File: src/rtl/deser_pkg.sv
package deser_pkg;

  // Bits a single rising edge can move into the word: rising + falling sample.
  localparam int unsigned LANES = 2;

  typedef struct packed {
    logic fall;   // bit sampled on the falling edge (later bit of a pair)
    logic rise;   // bit sampled on the rising edge (earlier bit of a pair)
    logic vld;    // at least one rising edge seen since reset
  } cap_t;

endpackage

File: src/rtl/deser_capture.sv
module deser_capture
  import deser_pkg::*;
(
  input  logic clk_i,
  input  logic rst_i,
  input  logic dual_i,
  input  logic sel_b_i,
  input  logic ser_a_i,
  input  logic ser_b_i,
  output cap_t cap_o
);

  logic bit_sel;
  logic rise_q;
  logic fall_q;
  logic vld_q;

  assign bit_sel = sel_b_i ? ser_b_i : ser_a_i;

  // Rising-edge sampler; vld marks that rise_q holds a real sample.
  always_ff @(posedge clk_i or posedge rst_i) begin
    if (rst_i) begin
      rise_q <= 1'b0;
      vld_q  <= 1'b0;
    end else begin
      rise_q <= bit_sel;
      vld_q  <= 1'b1;
    end
  end

  // Falling-edge sampler, only clocked in when dual-edge mode is chosen.
  always_ff @(negedge clk_i or posedge rst_i) begin
    if (rst_i) begin
      fall_q <= 1'b0;
    end else if (dual_i) begin
      fall_q <= bit_sel;
    end
  end

  assign cap_o = '{fall: fall_q, rise: rise_q, vld: vld_q};

endmodule

File: src/rtl/deser_align.sv
module deser_align #(
  parameter int unsigned SYNC_STAGES = 2   // must be 2 or more
) (
  input  logic clk_i,
  input  logic rst_i,
  input  logic align_i,
  input  logic take_i,
  output logic pend_o
);

  localparam int unsigned TOP = SYNC_STAGES - 1;

  logic [SYNC_STAGES-1:0] sync_q;
  logic                   last_q;
  logic                   pend_q;
  logic                   rise_seen;

  assign rise_seen = sync_q[TOP] & ~last_q;

  always_ff @(posedge clk_i or posedge rst_i) begin
    if (rst_i) begin
      sync_q <= '0;
      last_q <= 1'b0;
      pend_q <= 1'b0;
    end else begin
      sync_q <= {sync_q[SYNC_STAGES-2:0], align_i};
      last_q <= sync_q[TOP];
      pend_q <= rise_seen | (pend_q & ~take_i);
    end
  end

  assign pend_o = pend_q;

  // A consumed request is gone the next cycle: one slip per request.
  AST_SLIP_CONSUMED: assert property (@(posedge clk_i) disable iff (rst_i)
    take_i |=> !pend_q);

endmodule

File: src/rtl/deser_assemble.sv
module deser_assemble
  import deser_pkg::*;
#(
  parameter int unsigned WORD_W = 8   // power of two, 4 or more
) (
  input  logic              clk_i,
  input  logic              rst_i,
  input  logic              run_i,
  input  logic              dual_i,
  input  cap_t              cap_i,
  input  logic              slip_i,
  output logic              slip_take_o,
  output logic [WORD_W-1:0] word_o,
  output logic              word_valid_o,
  output logic              word_clk_o
);

  localparam int unsigned        CNT_W = $clog2(WORD_W);
  localparam logic [CNT_W-1:0]   LAST  = CNT_W'(WORD_W - 1);

  logic [WORD_W-1:0] sh_q, sh_n;
  logic [WORD_W-1:0] word_q, word_n;
  logic [CNT_W-1:0]  cnt_q, cnt_n;
  logic              vld_q, clk_q, clk_n, load;
  logic              step;
  logic [LANES-1:0]  lane_use;
  logic [LANES-1:0]  lane_bit;

  assign step        = run_i & cap_i.vld;
  assign slip_take_o = step & slip_i;
  assign lane_bit    = {cap_i.fall, cap_i.rise};
  assign lane_use[0] = step & ~slip_i;   // a slip drops the earlier bit
  assign lane_use[1] = step & dual_i;

  // Walk the lanes in serial order; a word may complete on either lane.
  always_comb begin
    sh_n   = sh_q;
    cnt_n  = cnt_q;
    word_n = word_q;
    load   = 1'b0;
    for (int l = 0; l < LANES; l++) begin
      if (lane_use[l]) begin
        if (cnt_n == LAST) begin
          word_n = {sh_n[WORD_W-2:0], lane_bit[l]};
          load   = 1'b1;
        end
        sh_n  = {sh_n[WORD_W-2:0], lane_bit[l]};
        cnt_n = cnt_n + CNT_W'(1);
      end
    end
    // Word clock: set on a new word, cleared once the count passes half.
    if (load)                clk_n = 1'b1;
    else if (cnt_n[CNT_W-1]) clk_n = 1'b0;
    else                     clk_n = clk_q;
  end

  always_ff @(posedge clk_i or posedge rst_i) begin
    if (rst_i) begin
      sh_q   <= '0;
      cnt_q  <= '0;
      word_q <= '0;
      vld_q  <= 1'b0;
      clk_q  <= 1'b0;
    end else begin
      sh_q   <= sh_n;
      cnt_q  <= cnt_n;
      word_q <= word_n;
      vld_q  <= load;
      clk_q  <= clk_n;
    end
  end

  assign word_o       = word_q;
  assign word_valid_o = vld_q;
  assign word_clk_o   = clk_q;

  AST_VALID_ONE_CYCLE: assert property (@(posedge clk_i) disable iff (rst_i)
    word_valid_o |=> !word_valid_o);

  AST_WCLK_RISES_WITH_WORD: assert property (@(posedge clk_i) disable iff (rst_i)
    word_valid_o |-> $rose(word_clk_o));

  AST_FROZEN_WHEN_STOPPED: assert property (@(posedge clk_i) disable iff (rst_i)
    !run_i |=> ($stable(word_o) && $stable(word_clk_o) && !word_valid_o));

  AST_VALID_NEEDS_RUN: assert property (@(posedge clk_i) disable iff (rst_i)
    word_valid_o |-> $past(run_i));

endmodule

File: src/rtl/deser_1to8.sv
module deser_1to8
  import deser_pkg::*;
#(
  parameter int unsigned WORD_W      = 8,
  parameter int unsigned SYNC_STAGES = 2
) (
  input  logic              clk_i,
  input  logic              rst_i,
  input  logic              single_edge_i,
  input  logic              sel_b_i,
  input  logic              ser_a_i,
  input  logic              ser_b_i,
  input  logic              run_i,
  input  logic              align_i,
  output logic [WORD_W-1:0] word_o,
  output logic              word_valid_o,
  output logic              word_clk_o
);

  cap_t cap;
  logic dual;
  logic slip_pend;
  logic slip_take;

  assign dual = ~single_edge_i;

  deser_capture u_capture (
    .clk_i   (clk_i),
    .rst_i   (rst_i),
    .dual_i  (dual),
    .sel_b_i (sel_b_i),
    .ser_a_i (ser_a_i),
    .ser_b_i (ser_b_i),
    .cap_o   (cap)
  );

  deser_align #(.SYNC_STAGES(SYNC_STAGES)) u_align (
    .clk_i   (clk_i),
    .rst_i   (rst_i),
    .align_i (align_i),
    .take_i  (slip_take),
    .pend_o  (slip_pend)
  );

  deser_assemble #(.WORD_W(WORD_W)) u_assemble (
    .clk_i        (clk_i),
    .rst_i        (rst_i),
    .run_i        (run_i),
    .dual_i       (dual),
    .cap_i        (cap),
    .slip_i       (slip_pend),
    .slip_take_o  (slip_take),
    .word_o       (word_o),
    .word_valid_o (word_valid_o),
    .word_clk_o   (word_clk_o)
  );

endmodule

File: config.mk
export PLATFORM = sky130hd
export DESIGN_NAME = deser_1to8
export DESIGN_NICKNAME = d
export VERILOG_FILES = /design/src/rtl/deser_pkg.sv /design/src/rtl/deser_capture.sv /design/src/rtl/deser_align.sv /design/src/rtl/deser_assemble.sv /design/src/rtl/deser_1to8.sv
export SDC_FILE = /design/constraint.sdc
export NUM_CORES = 1
export LEC_CHECK = 0
export BUFFER_PORTS_ARGS = -buffer_cell sky130_fd_sc_hd__buf_2
export CAP_MARGIN = 20
export CORE_MARGIN = 1
export CORE_UTILIZATION = 36
export DETAILED_ROUTE_END_ITERATION = 10
export PLACE_DENSITY = 0.58
export SYNTH_ARGS = -nofsm -noshare
export SYNTH_HDL_FRONTEND = slang
export SYNTH_HIERARCHICAL = 1
export SYNTH_SLANG_ARGS = --single-unit
File: constraint.sdc
create_clock -name clk_i -period 2.3 [get_ports clk_i]
set_input_delay 0.46 -clock clk_i [delete_from_list [all_inputs] [get_ports clk_i]]
set_output_delay 0.46 -clock clk_i [all_outputs]
set_load 0.005 [all_outputs]
# After elaboration in Yosys (flattened, before gate mapping)
# Cells that the tools add are included.
# Widths: inputs -> output; s select.
[word_totals]
ff_bits = 27
latchBits = 0
ram_bits = 0
rom_bits = 0
input_bits = 8
out_inout_bits = 10
word_cells = 42
n_memories = 0
[classes]
n_addsub = 2
mul = 0
div_mod_pow = 0
order_cmp = 0
n_eq_ne = 2
n_shift = 0
mux = 15
n_bitwise = 11
n_reduce_logical = 1
[ops]
columns = ["cell", "count"]
rows = [
  ["$mux 8", 4],
  ["$mux 7", 2],
  ["$mux 1", 7],
  ["$add 3x1->3 const B", 2],
  ["$and 1x1->1", 6],
  ["$eq 3x3->1 const B", 2],
  ["$mux 3", 2],
  ["$not 1->1", 4],
  ["$reduce_bool 2->1", 1],
  ["$or 1x1->1", 1],
]

# Longest topological paths before layout
# Gate-level depths: netlist of run 1.
[depth]
ltp_word = 7
mapped_depth = 10
mapped_depth_nobuf = 9

# Cells and area by module
# Netlist of run 1, hierarchy kept.
[modules_own_cells]
columns = ["module", "n_inst", "cells_each", "area_each_um2", "seq_area_each_um2"]
rows = [
  ["deser_assemble", 1, 100, 1084.8, 500.5],
  ["deser_capture", 1, 10, 135.1, 75.1],
  ["deser_align", 1, 8, 123.9, 100.1],
  ["deser_1to8", 1, 1, 3.8, 0.0],
]

==> summary.md, run 1 <==
| Metric | Value |
|---|---|
| Final std cells w/o fill | `191` |
| Power density over the cells | `approximately 1000 nW/um2` |
| Via count | `951` |
| Number of antenna violations at the first check in global routing | `0` |
| # hold bufs at CTS | `0` |
| Count of pins over their slew limit | `0` |
| Sum of net half-perimeters after detailed placement | `between 1500 and 2000 um` |
| Post-Syn Area | `between 1000 and 1500 um2` |
| Per-cell via count in the routed design | `4.98` |
| CP arrival | `2.37 ns` |
| Relative slew slack | `47.0%` |
| Synthesized net count | `131` |
| Setup repair after global routing missed its margin | `no` |
| Filler cell count in the final layout | `369` |
| CTS H-tree depth | `1` |
| Number of synthesized register bits | `27` |
| Worst-Margin Slew | `0.795 ns` |
| LEAKAGE | `0.760 nW` |
| Ys async rst share | `between 90% and 100%` |
| Required @ worst endpoint | `2.46 ns` |
| Maximum fanout along the worst path | `6` |
| Highest attainable clock frequency | `between 0.4 and 0.5 GHz` |
| Cell row count | `21` |
| Worst hold-check path type | `in -> async` |
| Relative area change from synthesis to final layout | `16.2%` |
| Ys flop type | `sky130_fd_sc_hd__dfrtp_1` |
| Final period utilization | `95.8%` |
| Flop-to-flop setup slack | `0.1 ns` |
| Post-synthesis average cell area | `11.3 um2` |
| Number of gates given a new drive strength after cts | `0` |
| Most common cell after layout, fill and taps aside | `sky130_fd_sc_hd__dfrtp_1` |
| Synthesis warning total | `6` |
| Overall die height | `63.2 um` |
| Final critical-path required period | `between 2 and 2.5 ns` |
| Clock-pin slew on the worst setup and hold paths | `about 0.10 ns` |
| Total count of hold-check failures in the final report | `0` |
| First-pass GRT wire length | `4660 um` |
| CP Capture Type | `flop` |
| Die outline area | `roughly 4000 um2` |
| Number of remaining DRC errors | `0` |
| GRT Overall Usage | `14.8%` |
| Worst setup slack before clock tree synthesis | `-0.125 ns` |
| Share of final-layout standard cells stronger than drive strength 1 | `32.4%` |
| Pin count of the biggest net entering global routing | `21` |
| Commonest cells after routing, fill and taps aside | `sky130_fd_sc_hd__dfrtp_1 (26), sky130_fd_sc_hd__buf_2 (17), sky130_fd_sc_hd__buf_4 (11)` |
| Antenna diodes | `0` |
| Number of enable flip-flop cells after synthesis | `0` |
| Reg-to-reg critical path endpoint | `u_assemble/word_o[4]$_DFF_PP0_` |
| Max-cap violation count | `0` |
| Max VDD drop | `0.407 mV` |
| FF-to-FF path depth | `9` |
| Final routed wire length divided by cell count | `13.7 um` |
| Clock root buffer master | `sky130_fd_sc_hd__clkbuf_8` |
| Skew-Pair Late Insertion Delay | `0.28 ns` |
| TritonCTS clock tree | `built` |
| Result of the run | `finished, final reports clean` |
| Via count of the first global-routing pass | `1003` |
| Count of buffers added by post-CTS timing repair for setup | `0` |
| Number of violations reported at the end of detailed-routing iteration 0 | `21` |
| Gate count of the mapped netlist | `between 100 and 150` |
| Number of top-level design ports | `18` |
| Weighted congestion reported at the end of routability-driven placement | `0.746` |
| Starting utilization of the core area | `about two fifths` |
| # placed instances | `approximately 190` |
| Post-route setup slack | `between 0.09 and 0.1 ns` |
| Antenna Violating Nets Remaining | `0` |
| Area of combinational cells with multiple inputs | `589 um2` |
| Total number of nets in the final design | `158` |
| Sequential standard cell area | `676 um2` |
| Number of buffers inserted during clock tree synthesis | `3` |
| Skew final | `0.0109 ns` |
| DRT Pass-1 Iters | `4` |
| Core Footprint | `approximately 3500 um2` |
| Register area share after synthesis | `50.1%` |
| # setup viols final | `0` |
| Worst setup path category | `reg -> reg` |
| Die W | `63.2 um` |
| Launching point of the worst reg2reg path | `u_assemble/cnt_q[0]$_DFF_PP0_` |
| Count of distinct cell types in the synthesized netlist | `37` |
| Number of sinks handled by clock tree synthesis | `27` |
| CTS max path bufs | `2` |
| Overflow after GRT | `0` |
| Startpoint type of the worst setup path | `flop` |
| WL final | `2610 um` |
| Number of port buffers | `17` |
flip-flops by register name, indices dropped and copies added (netlist names):
register	flops
u_assemble/word_o	8
u_assemble/sh_q	7
u_assemble/cnt_q	3
u_align/sync_q	2
u_align/last_q	1
u_align/pend_o	1
u_assemble/word_clk_o	1
u_assemble/word_valid_o	1
u_capture/fall_q	1
u_capture/rise_q	1
u_capture/vld_q	1
Yosys cell counts, types with 2 or more instances:
master                     number  area (um2)
sky130_fd_sc_hd__o21ai_0        3        15.0
sky130_fd_sc_hd__inv_1          8        30.0
sky130_fd_sc_hd__dfrtp_1       26         651
sky130_fd_sc_hd__nand2_1        4        15.0
sky130_fd_sc_hd__buf_6          2        22.5
sky130_fd_sc_hd__o21a_1         7        52.6
sky130_fd_sc_hd__xor2_1         2        17.5
sky130_fd_sc_hd__a21oi_1        8        40.0
sky130_fd_sc_hd__a22oi_1        2        15.0
sky130_fd_sc_hd__ha_1           4        50.1
sky130_fd_sc_hd__nand2b_1       2        12.5
sky130_fd_sc_hd__mux2_4         2        30.0
sky130_fd_sc_hd__o22ai_1        5        31.3
sky130_fd_sc_hd__nor2_1        10        37.5
sky130_fd_sc_hd__nand2_2        2        12.5
sky130_fd_sc_hd__buf_4          4        30.0
sky130_fd_sc_hd__mux2_2         2        22.5
sky130_fd_sc_hd__o22a_1         7        61.3
layout make-up:
cell class	count	area share [%]
Tap cell	46	3.67
Clock inverter	1	0.319
Clock buffer	3	2.64
Timing Repair Buffer	28	10.7
Sequential cell	27	43.1
Multi-Input combinational cell	78	37.6
Inverter	8	1.92
worst max-delay path by stage:
| stage | from | to | slack [ns] | cells after the start |
|---|---|---|---|---|
| 4_1_cts | u_assemble/cnt_q[0]$_DFF_PP0_ | u_assemble/word_o[4]$_DFF_PP0_ | 0.08 | 9 |
| 3_3_place_gp | sel_b_i | u_capture/fall_q$_DFFE_NP0P_ | -0.11 | 3 |
| 3_5_place_dp | sel_b_i | u_capture/fall_q$_DFFE_NP0P_ | -0.13 | 3 |
| 2_1_floorplan | sel_b_i | u_capture/fall_q$_DFFE_NP0P_ | 0.0008 | 2 |
| 5_1_grt | u_assemble/cnt_q[0]$_DFF_PP0_ | u_assemble/word_o[7]$_DFF_PP0_ | 0.0006 | 9 |
| 6_report | u_assemble/cnt_q[0]$_DFF_PP0_ | u_assemble/word_o[4]$_DFF_PP0_ | 0.1 | 9 |
cell families after synthesis:
| logic type | count (synthesis) | synth area share (%) |
|---|---|---|
| flops | 27 | 50.1 |
| other cells | 1 | 0.278 |
| simple gates | 27 | 12.1 |
| fa+ha+maj | 4 | 3.71 |
| xor+xnor | 2 | 1.30 |
| buf+inv | 14 | 6.13 |
| mux | 5 | 4.64 |
| compound gates | 39 | 21.7 |
critical path, stage by stage, from the launching register on:
cell and delay [ns]:
sky130_fd_sc_hd__dfrtp_1 0.42, sky130_fd_sc_hd__ha_1 0.33, sky130_fd_sc_hd__mux2_2 0.28, sky130_fd_sc_hd__ha_1 0.18, sky130_fd_sc_hd__ha_1 0.25, sky130_fd_sc_hd__nand2_2 0.11, sky130_fd_sc_hd__a21oi_4 0.06, sky130_fd_sc_hd__buf_4 0.16
sky130_fd_sc_hd__o22a_1 0.19, sky130_fd_sc_hd__o21a_1 0.10
metal layers:
layer	track usage, %	wire [um]
met1	19.7	1290
met4	3.41	27
met5	0	0
met2	23.8	1210
met3	3.99	86
report_power, final:
part	switching [W]	internal, W	leakage [nW]
combinational	0.000236	0.000316	0.412
clock	0.000146	0.000121	0.0255
sequential	0.000120	0.000622	0.322
metrics by stage:
| step | hold WS [ns] | instance area [um2] | setup TNS [ns] | total power (W) | utilization [%] |
|---|---|---|---|---|---|
| floorplan | 0.214 | 1350 | 0 | 0.00112 | - |
| global placement | 0.333 | 1520 | -0.115 | 0.00128 | 43.8 |
| detailed placement | 0.335 | 1520 | -0.151 | 0.00131 | 43.8 |
| CTS | 0.0432 | 1570 | 0 | 0.00159 | 45.2 |
| global route | 0.0356 | 1570 | 0 | 0.00169 | 45.2 |
| finish | 0.0437 | 1570 | 0 | 0.00156 | 45.2 |
Power figures use the tool's default switching activity.
==> inputs of run 2 (changes only) <==
- SYNTH_HIERARCHICAL: 1 -> unset
==> run 2 against run 1 <==
  * First-iteration DRC count fell by 62%
  * Power rose by 0.69%
  * Setup slack improved by 0.015 ns
  * Register-to-register slack improved by 0.02 ns
  * Utilization rose by 0.57 points
  * Combinational power rose by 13%
  * Sequential power barely moved
  * Count of clock-buffer cells in the layout rose by 1
  * Via count rose by 3.4%
  * Fmax rose by 0.69%
==> summary.md, run 2 <==
| Metric | Value |
|---|---|
| Result of the run | `finished, final reports clean` |
| Total count of hold-check failures in the final report | `0` |
| Xor/xnor share of the synthesized area | `2.02%` |
| Share of power burned in registers | `47.4%` |
| Cell accounting for the most synthesized area | `sky130_fd_sc_hd__dfrtp_1` |
| # placed instances | `~180` |
| Weighted congestion reported at the end of routability-driven placement | `0.836` |
| Overall Power | `approximately 0.0016 W` |
| Number of top-level design ports | `18` |
| Startpoint type of the worst setup path | `flop` |
| Number of port buffers | `17` |
| Gate count of the mapped netlist | `around 120` |
| Required @ worst endpoint | `approximately 2.5 ns` |
| Worst setup slack before clock tree synthesis | `-0.132 ns` |
| Internal power contribution | `around 0.0010 W` |
| Overall die height | `62.1 um` |
| Post-route setup slack | `~0.11 ns` |
| Synthesis warning total | `0` |
| WL final | `2710 um` |
| Mux share of post-synthesis cell area | `6.83%` |
| Count of pins over their slew limit | `0` |
| Post-placement cell area | `1500 um2` |
| Worst setup path category | `reg -> reg` |
| Number of enable flip-flop cells after synthesis | `0` |
| Post-synthesis average cell area | `11.1 um2` |
| CP Capture Type | `flop` |
| Max-cap violation count | `0` |
| CTS H-tree depth | `1` |
| Per-cell via count in the routed design | `5.17` |
| Count of distinct cell types in the synthesized netlist | `26` |
| Clock root buffer master | `sky130_fd_sc_hd__clkbuf_4` |
| Power density over the cells | `1020 nW/um2` |
| Overflow after GRT | `0` |
| Share of final-layout standard cells stronger than drive strength 1 | `around 30%` |
| Ys async rst share | `100%` |
| Antenna diodes | `0` |
| Ys flop type | `sky130_fd_sc_hd__dfrtp_1` |
| Worst hold-check path type | `in -> async` |
| Number of flip-flops in the largest register | `8` |
| Synthesized net count | `130` |
| Clock share of power | `12.8%` |
| # setup viols final | `0` |
| Die W | `~62 um` |
| Sum of net half-perimeters after detailed placement | `1940 um` |
| Simple-gate share of the synthesized area | `about 8%` |
| LEAKAGE | `0.681 nW` |
| Final critical-path required period | `2.19 ns` |
| Final cell area excluding filler cells | `1550 um2` |
| Final std cells w/o fill | `190` |
| Max VDD drop | `0.376 mV` |
| Antenna Violating Nets Remaining | `0` |
| Cell row count | `21` |
| Number of antenna violations at the first check in global routing | `0` |
| Skew-Pair Late Insertion Delay | `0.32 ns` |
| Die outline area | `3860 um2` |
| Number of synthesized register bits | `27` |
| Maximum fanout along the worst path | `7` |
| Number of remaining DRC errors | `0` |
| Core Footprint | `roughly 3400 um2` |
| CP arrival | `2.41 ns` |
| Starting utilization of the core area | `38.4%` |
| GRT Overall Usage | `between 10 and 15%` |
| Register area share after synthesis | `51.9%` |
| Final period utilization | `95.1%` |
| Via count of the first global-routing pass | `1020` |
| Pin count of the biggest net entering global routing | `27` |
| Skew final | `0.00864 ns` |
| Highest attainable clock frequency | `around 0.46 GHz` |
| Final core occ | `45.7%` |
| Number of violations reported at the end of detailed-routing iteration 0 | `8` |
| Relative area change from synthesis to final layout | `19.1%` |
| First-pass GRT wire length | `between 4000 and 5000 um` |
| FF-to-FF path depth | `8` |
| Most common cell after layout, fill and taps aside | `sky130_fd_sc_hd__dfrtp_1` |
| Area fraction in compound gates after synthesis | `around a quarter` |
| DRT Pass-1 Iters | `4` |
| Largest family of logic cells by synthesized area | `compound AO/OA/AOI/OAI gates` |
| Most instantiated library cell after synthesis | `sky130_fd_sc_hd__dfrtp_1` |
| Share of the synthesized area in the top cell type | `50.0%` |
| Fraction of power consumed by combinational cells | `39.8%` |
| Synth top area cells | `sky130_fd_sc_hd__dfrtp_1 (50%), sky130_fd_sc_hd__o22a_1 (6.7%), sky130_fd_sc_hd__o22ai_1 (5.3%)` |
| Via count | `983` |
| CTS max path bufs | `2` |
| Number of sinks handled by clock tree synthesis | `27` |
| Final routed wire length divided by cell count | `14.3 um` |
| Leading post-synthesis cells by instance count | `sky130_fd_sc_hd__dfrtp_1 (26), sky130_fd_sc_hd__a21oi_1 (11), sky130_fd_sc_hd__o22ai_1 (11)` |
| Post-Syn Area | `1300 um2` |
| Number of buffers inserted during clock tree synthesis | `3` |
| Total net switching power | `0.000528 W` |
| Commonest cells after routing, fill and taps aside | `sky130_fd_sc_hd__dfrtp_1 (26), sky130_fd_sc_hd__buf_2 (17), sky130_fd_sc_hd__o22ai_1 (11), sky130_fd_sc_hd__a21oi_1 (11)` |
| TritonCTS clock tree | `built` |
| Adder-cell area share of the yosys netlist | `4.81%` |
| Switching share of total power | `33.5%` |
| Clock-pin slew on the worst setup and hold paths | `0.14 ns` |
| Total number of nets in the final design | `about 160` |
| Setup repair after global routing missed its margin | `no` |
-- run 2: power by group through the flow --
stage	registers (W)	logic, W	clock network (W)
floorplan	0.000736	0.000408	0
global placement	0.000746	0.000573	0
detailed placement	0.000758	0.000594	0
CTS	0.000748	0.000600	0.000214
global route	0.000770	0.000702	0.000231
finish	0.000745	0.000627	0.000202
-- run 2: cells by family (layout without fill, tap and decap cells) --
kind of cell / after synthesis / in the layout
AO/OA/AOI/OAI: 46 / 46
XOR/XNOR: 3 / 3
adder cells (fa/ha/maj): 5 / 5
buffers and inverters: 8 / 35
flip-flops: 27 / 27
multiplexers: 8 / 8
other: 1 / 1
AND/OR/NAND/NOR: 19 / 19
-- run 2: final timing paths --
check / start / end / slack (ns)
max in group asynchronous: rst_i / u_capture.fall_q$_DFFE_NP0N_ / 1.15
worst min-delay path: rst_i / u_assemble.sh_q[0]$_DFF_PP0_ / 0.22
min in group clk_i: align_i / u_align.sync_q[0]$_DFF_PP0_ / 0.23
worst max register to register: u_assemble.cnt_q[0]$_DFF_PP0_ / u_assemble.word_o[3]$_DFF_PP0_ / 0.11
worst min register to register: u_align.sync_q[0]$_DFF_PP0_ / u_align.sync_q[1]$_DFF_PP0_ / 0.37
worst max-delay path: u_assemble.cnt_q[0]$_DFF_PP0_ / u_assemble.word_o[3]$_DFF_PP0_ / 0.11
-- run 2: timing repair --
item	4_1_cts	5_1_grt
hold buffers	0	0
resized for setup	0	2
setup endpoints to repair	0	7
setup buffers	0	2
-- run 2: through the flow --
stage	hold WS [ns]	setup TNS [ns]
finish	0.220	0
floorplan	0.331	-0.00928
detailed placement	0.342	-0.865
global route	0.204	0
CTS	0.218	0
global placement	0.337	-0.588
-- run 2: routing by layer --
metal / GRT usage [%] / wire (um) / share of wire [%]
met4: 6.10 / 24 / 0.89
met3: 1.65 / 36 / 1.3
met2: 24.9 / 1320 / 49
met5: 0 / 0 / 0
met1: 19.8 / 1330 / 49
-- run 2: cell type report --
class,count,area [um2]
clock buffers,4,26.3
fillers,311,1840
inverters,4,15.0
multi-input cells,82,616
flip-flops and latches,27,676
well taps,46,57.6
repair buffers,27,160
-- run 2: worst max-delay path, cell delays in order (launching register included) --
cell and delay, ns:
sky130_fd_sc_hd__dfrtp_1 0.43, sky130_fd_sc_hd__ha_1 0.31, sky130_fd_sc_hd__mux2_1 0.29, sky130_fd_sc_hd__ha_1 0.23, sky130_fd_sc_hd__ha_2 0.21, sky130_fd_sc_hd__nand2b_4 0.08
sky130_fd_sc_hd__mux2i_1 0.21, sky130_fd_sc_hd__nand2_2 0.14, sky130_fd_sc_hd__o21a_1 0.19
==> inputs of run 3 (changes only) <==
- PLACE_DENSITY: 0.58 -> 0.56
- clock period: 2.3 -> 2.1 ns (I/O delays scaled with it)
==> run 3 against run 2 <==
  * Sequential cell count is the same
  * Clock skew is essentially flat
  * Sequential share of layout area shrank 3.0 points
  * Combinational power grew 37%
  * Die area is the same
  * Setup slack lost 0.056 ns
  * Critical endpoint is now u_assemble.word_o[6]$_DFF_PP0_
  * Non-clock buffer count grew 4
  * Global-route usage grew 0.56 points
  * Highest routed layer unchanged
  * Utilization grew 3.3 points
==> summary.md, run 3 (synthesis results as in run 2) <==
| Metric | Value |
|---|---|
| Crit-path leading delay family | `multiplexers` |
| Weighted congestion reported at the end of routability-driven placement | `~0.76` |
| Final std cells w/o fill | `slightly below 200` |
| Die W | `62.1 um` |
| Highest attainable clock frequency | `0.489 GHz` |
| Number of buffers and inverters on the critical path | `0` |
| TritonCTS clock tree | `built` |
| Die outline area | `3860 um2` |
| Clock root buffer master | `sky130_fd_sc_hd__clkbuf_4` |
| Final cell area excluding filler cells | `1660 um2` |
| Result of the run | `finished, final reports clean` |
| Skew final | `0.00889 ns` |
| Critical path's largest stage delay | `0.40 ns` |
| CTS H-tree depth | `1` |
| Number of sinks handled by clock tree synthesis | `27` |
| Startpoint type of the worst setup path | `flop` |
| Max-cap violation count | `0` |
| Count of pins over their slew limit | `0` |
| # setup viols final | `0` |
| Maximum fanout along the worst path | `7` |
| LEAKAGE | `0.717 nW` |
| Final critical-path required period | `between 2 and 2.5 ns` |
| Sum of net half-perimeters after detailed placement | `~1900 um` |
| Skew-Pair Late Insertion Delay | `0.32 ns` |
| Commonest cells after routing, fill and taps aside | `sky130_fd_sc_hd__dfrtp_1 (26), sky130_fd_sc_hd__buf_2 (17), sky130_fd_sc_hd__buf_4 (14)` |
| Number of flip-flops in the largest register | `8` |
| Cell row count | `21` |
| Number of antenna violations at the first check in global routing | `0` |
| Most common cell after layout, fill and taps aside | `sky130_fd_sc_hd__dfrtp_1` |
| WL final | `between 2000 and 3000 um` |
| CP Capture Type | `flop` |
| Worst hold-check path type | `in -> reg` |
| Total number of nets in the final design | `162` |
| Number of remaining DRC errors | `0` |
| Power density over the cells | `roughly 1100 nW/um2` |
| DRT Pass-1 Iters | `4` |
| Pin count of the biggest net entering global routing | `27` |
| Antenna Violating Nets Remaining | `0` |
| Number of buffers inserted during clock tree synthesis | `3` |
| Via count of the first global-routing pass | `963` |
| Number of port buffers | `17` |
| # placed instances | `186` |
| GRT Overall Usage | `15.5%` |
| Final period utilization | `97.4%` |
| Total count of hold-check failures in the final report | `0` |
| Post-placement cell area | `1560 um2` |
| CTS max path bufs | `2` |
| Final routed wire length divided by cell count | `14.1 um` |
| Clock-pin slew on the worst setup and hold paths | `0.14 ns` |
| Overflow after GRT | `0` |
| Antenna diodes | `0` |
| Most used cell along the critical path | `sky130_fd_sc_hd__ha_4` |
| Chain of cells forming the critical path | `and2_4, nand2_8, mux2_4, ha_4, ha_4, nand2b_4, mux2i_1, nand2_2, o21a_1` |
| Via count | `about 1000` |
| Overall Power | `0.00189 W` |
| Overall die height | `62.1 um` |
| Number of top-level design ports | `18` |
| Setup TNS | `0 ns` |
| CP arrival | `2.26 ns` |
| Crit path max-delay cell type | `sky130_fd_sc_hd__dfrtp_1` |
| Per-cell via count in the routed design | `5.13` |
| Relative area change from synthesis to final layout | `27.8%` |
| Setup repair after global routing missed its margin | `yes` |
| Number of violations reported at the end of detailed-routing iteration 0 | `17` |
| Worst setup path category | `reg -> reg` |
| Max VDD drop | `roughly 0.47 mV` |
| Core Footprint | `3390 um2` |
| First-pass GRT wire length | `4720 um` |
| Starting utilization of the core area | `between 30% and 40%` |
| Required @ worst endpoint | `around 2.3 ns` |
| Share of final-layout standard cells stronger than drive strength 1 | `37.8%` |
-- run 3: cell count changes in the layout (fill, tap and decap cells not counted), sizes merged --
cell and change:
buf +4, clkinv +1, clkbuf -1
-- run 3: power by group --
part	switching [W]	leakage, nW	total (W)	internal (W)
sequential	0.000137	0.313	0.000816	0.000680
combinational	0.000345	0.386	0.000857	0.000513
clock	0.000146	0.0177	0.000218	0.0000712
total	0.000628	0.717	0.00189	0.00126
-- run 3: area by class of cell --
type / count / area [um2]
inverters: 4 / 15.0
well taps: 46 / 57.6
fillers: 310 / 1730
clock inverters: 1 / 5.00
multi-input cells: 82 / 697
flip-flops and latches: 27 / 676
clock buffers: 3 / 22.5
repair buffers: 31 / 190
-- run 3: path summary, 6_finish.rpt --
kind	from	to	slack, ns	cells past startpoint
setup reg to reg	u_capture.vld_q$_DFF_PP0_	u_assemble.word_o[6]$_DFF_PP0_	0.06	9
min in group asynchronous	rst_i	u_capture.rise_q$_DFF_PP0_	0.20	3
max in group asynchronous	rst_i	u_capture.fall_q$_DFFE_NP0N_	1.08	2
setup / recovery	u_capture.vld_q$_DFF_PP0_	u_assemble.word_o[6]$_DFF_PP0_	0.06	9
hold reg to reg	u_align.sync_q[0]$_DFF_PP0_	u_align.sync_q[1]$_DFF_PP0_	0.37	0
hold / removal	align_i	u_align.sync_q[0]$_DFF_PP0_	0.19	1
-- run 3: metrics by stage --
| step | hold WS [ns] | util [%] | setup WS (ns) |
|---|---|---|---|
| 2_1_floorplan | 0.331 | - | -0.0693 |
| 3_3_place_gp | 0.335 | 46.1 | -0.185 |
| 3_5_place_dp | 0.347 | 46.1 | -0.196 |
| 4_1_cts | 0.175 | 48.1 | 0.0284 |
| 5_1_grt | 0.169 | 49.1 | -0.0290 |
| 6_report | 0.193 | 49.1 | 0.0556 |
-- run 3: per-layer routing --
layer  up-vias  part of all wire (%)  global-route usage (%)
met3         2                   2.1                    2.21
li1        489                     -                       -
met5         -                     0                       0
met4         0                  0.77                    5.23
met2        16                    47                    24.6
met1       489                    50                    21.7
-- run 3: repair_timing --
action / CTS / global route
hold endpoints to repair: 0 / 0
buffers inserted: 1 / 3
hold buffers: 0 / 0
pin swaps: 3 / 7
resized for setup: 7 / 2
setup endpoints to repair: 7 / 7
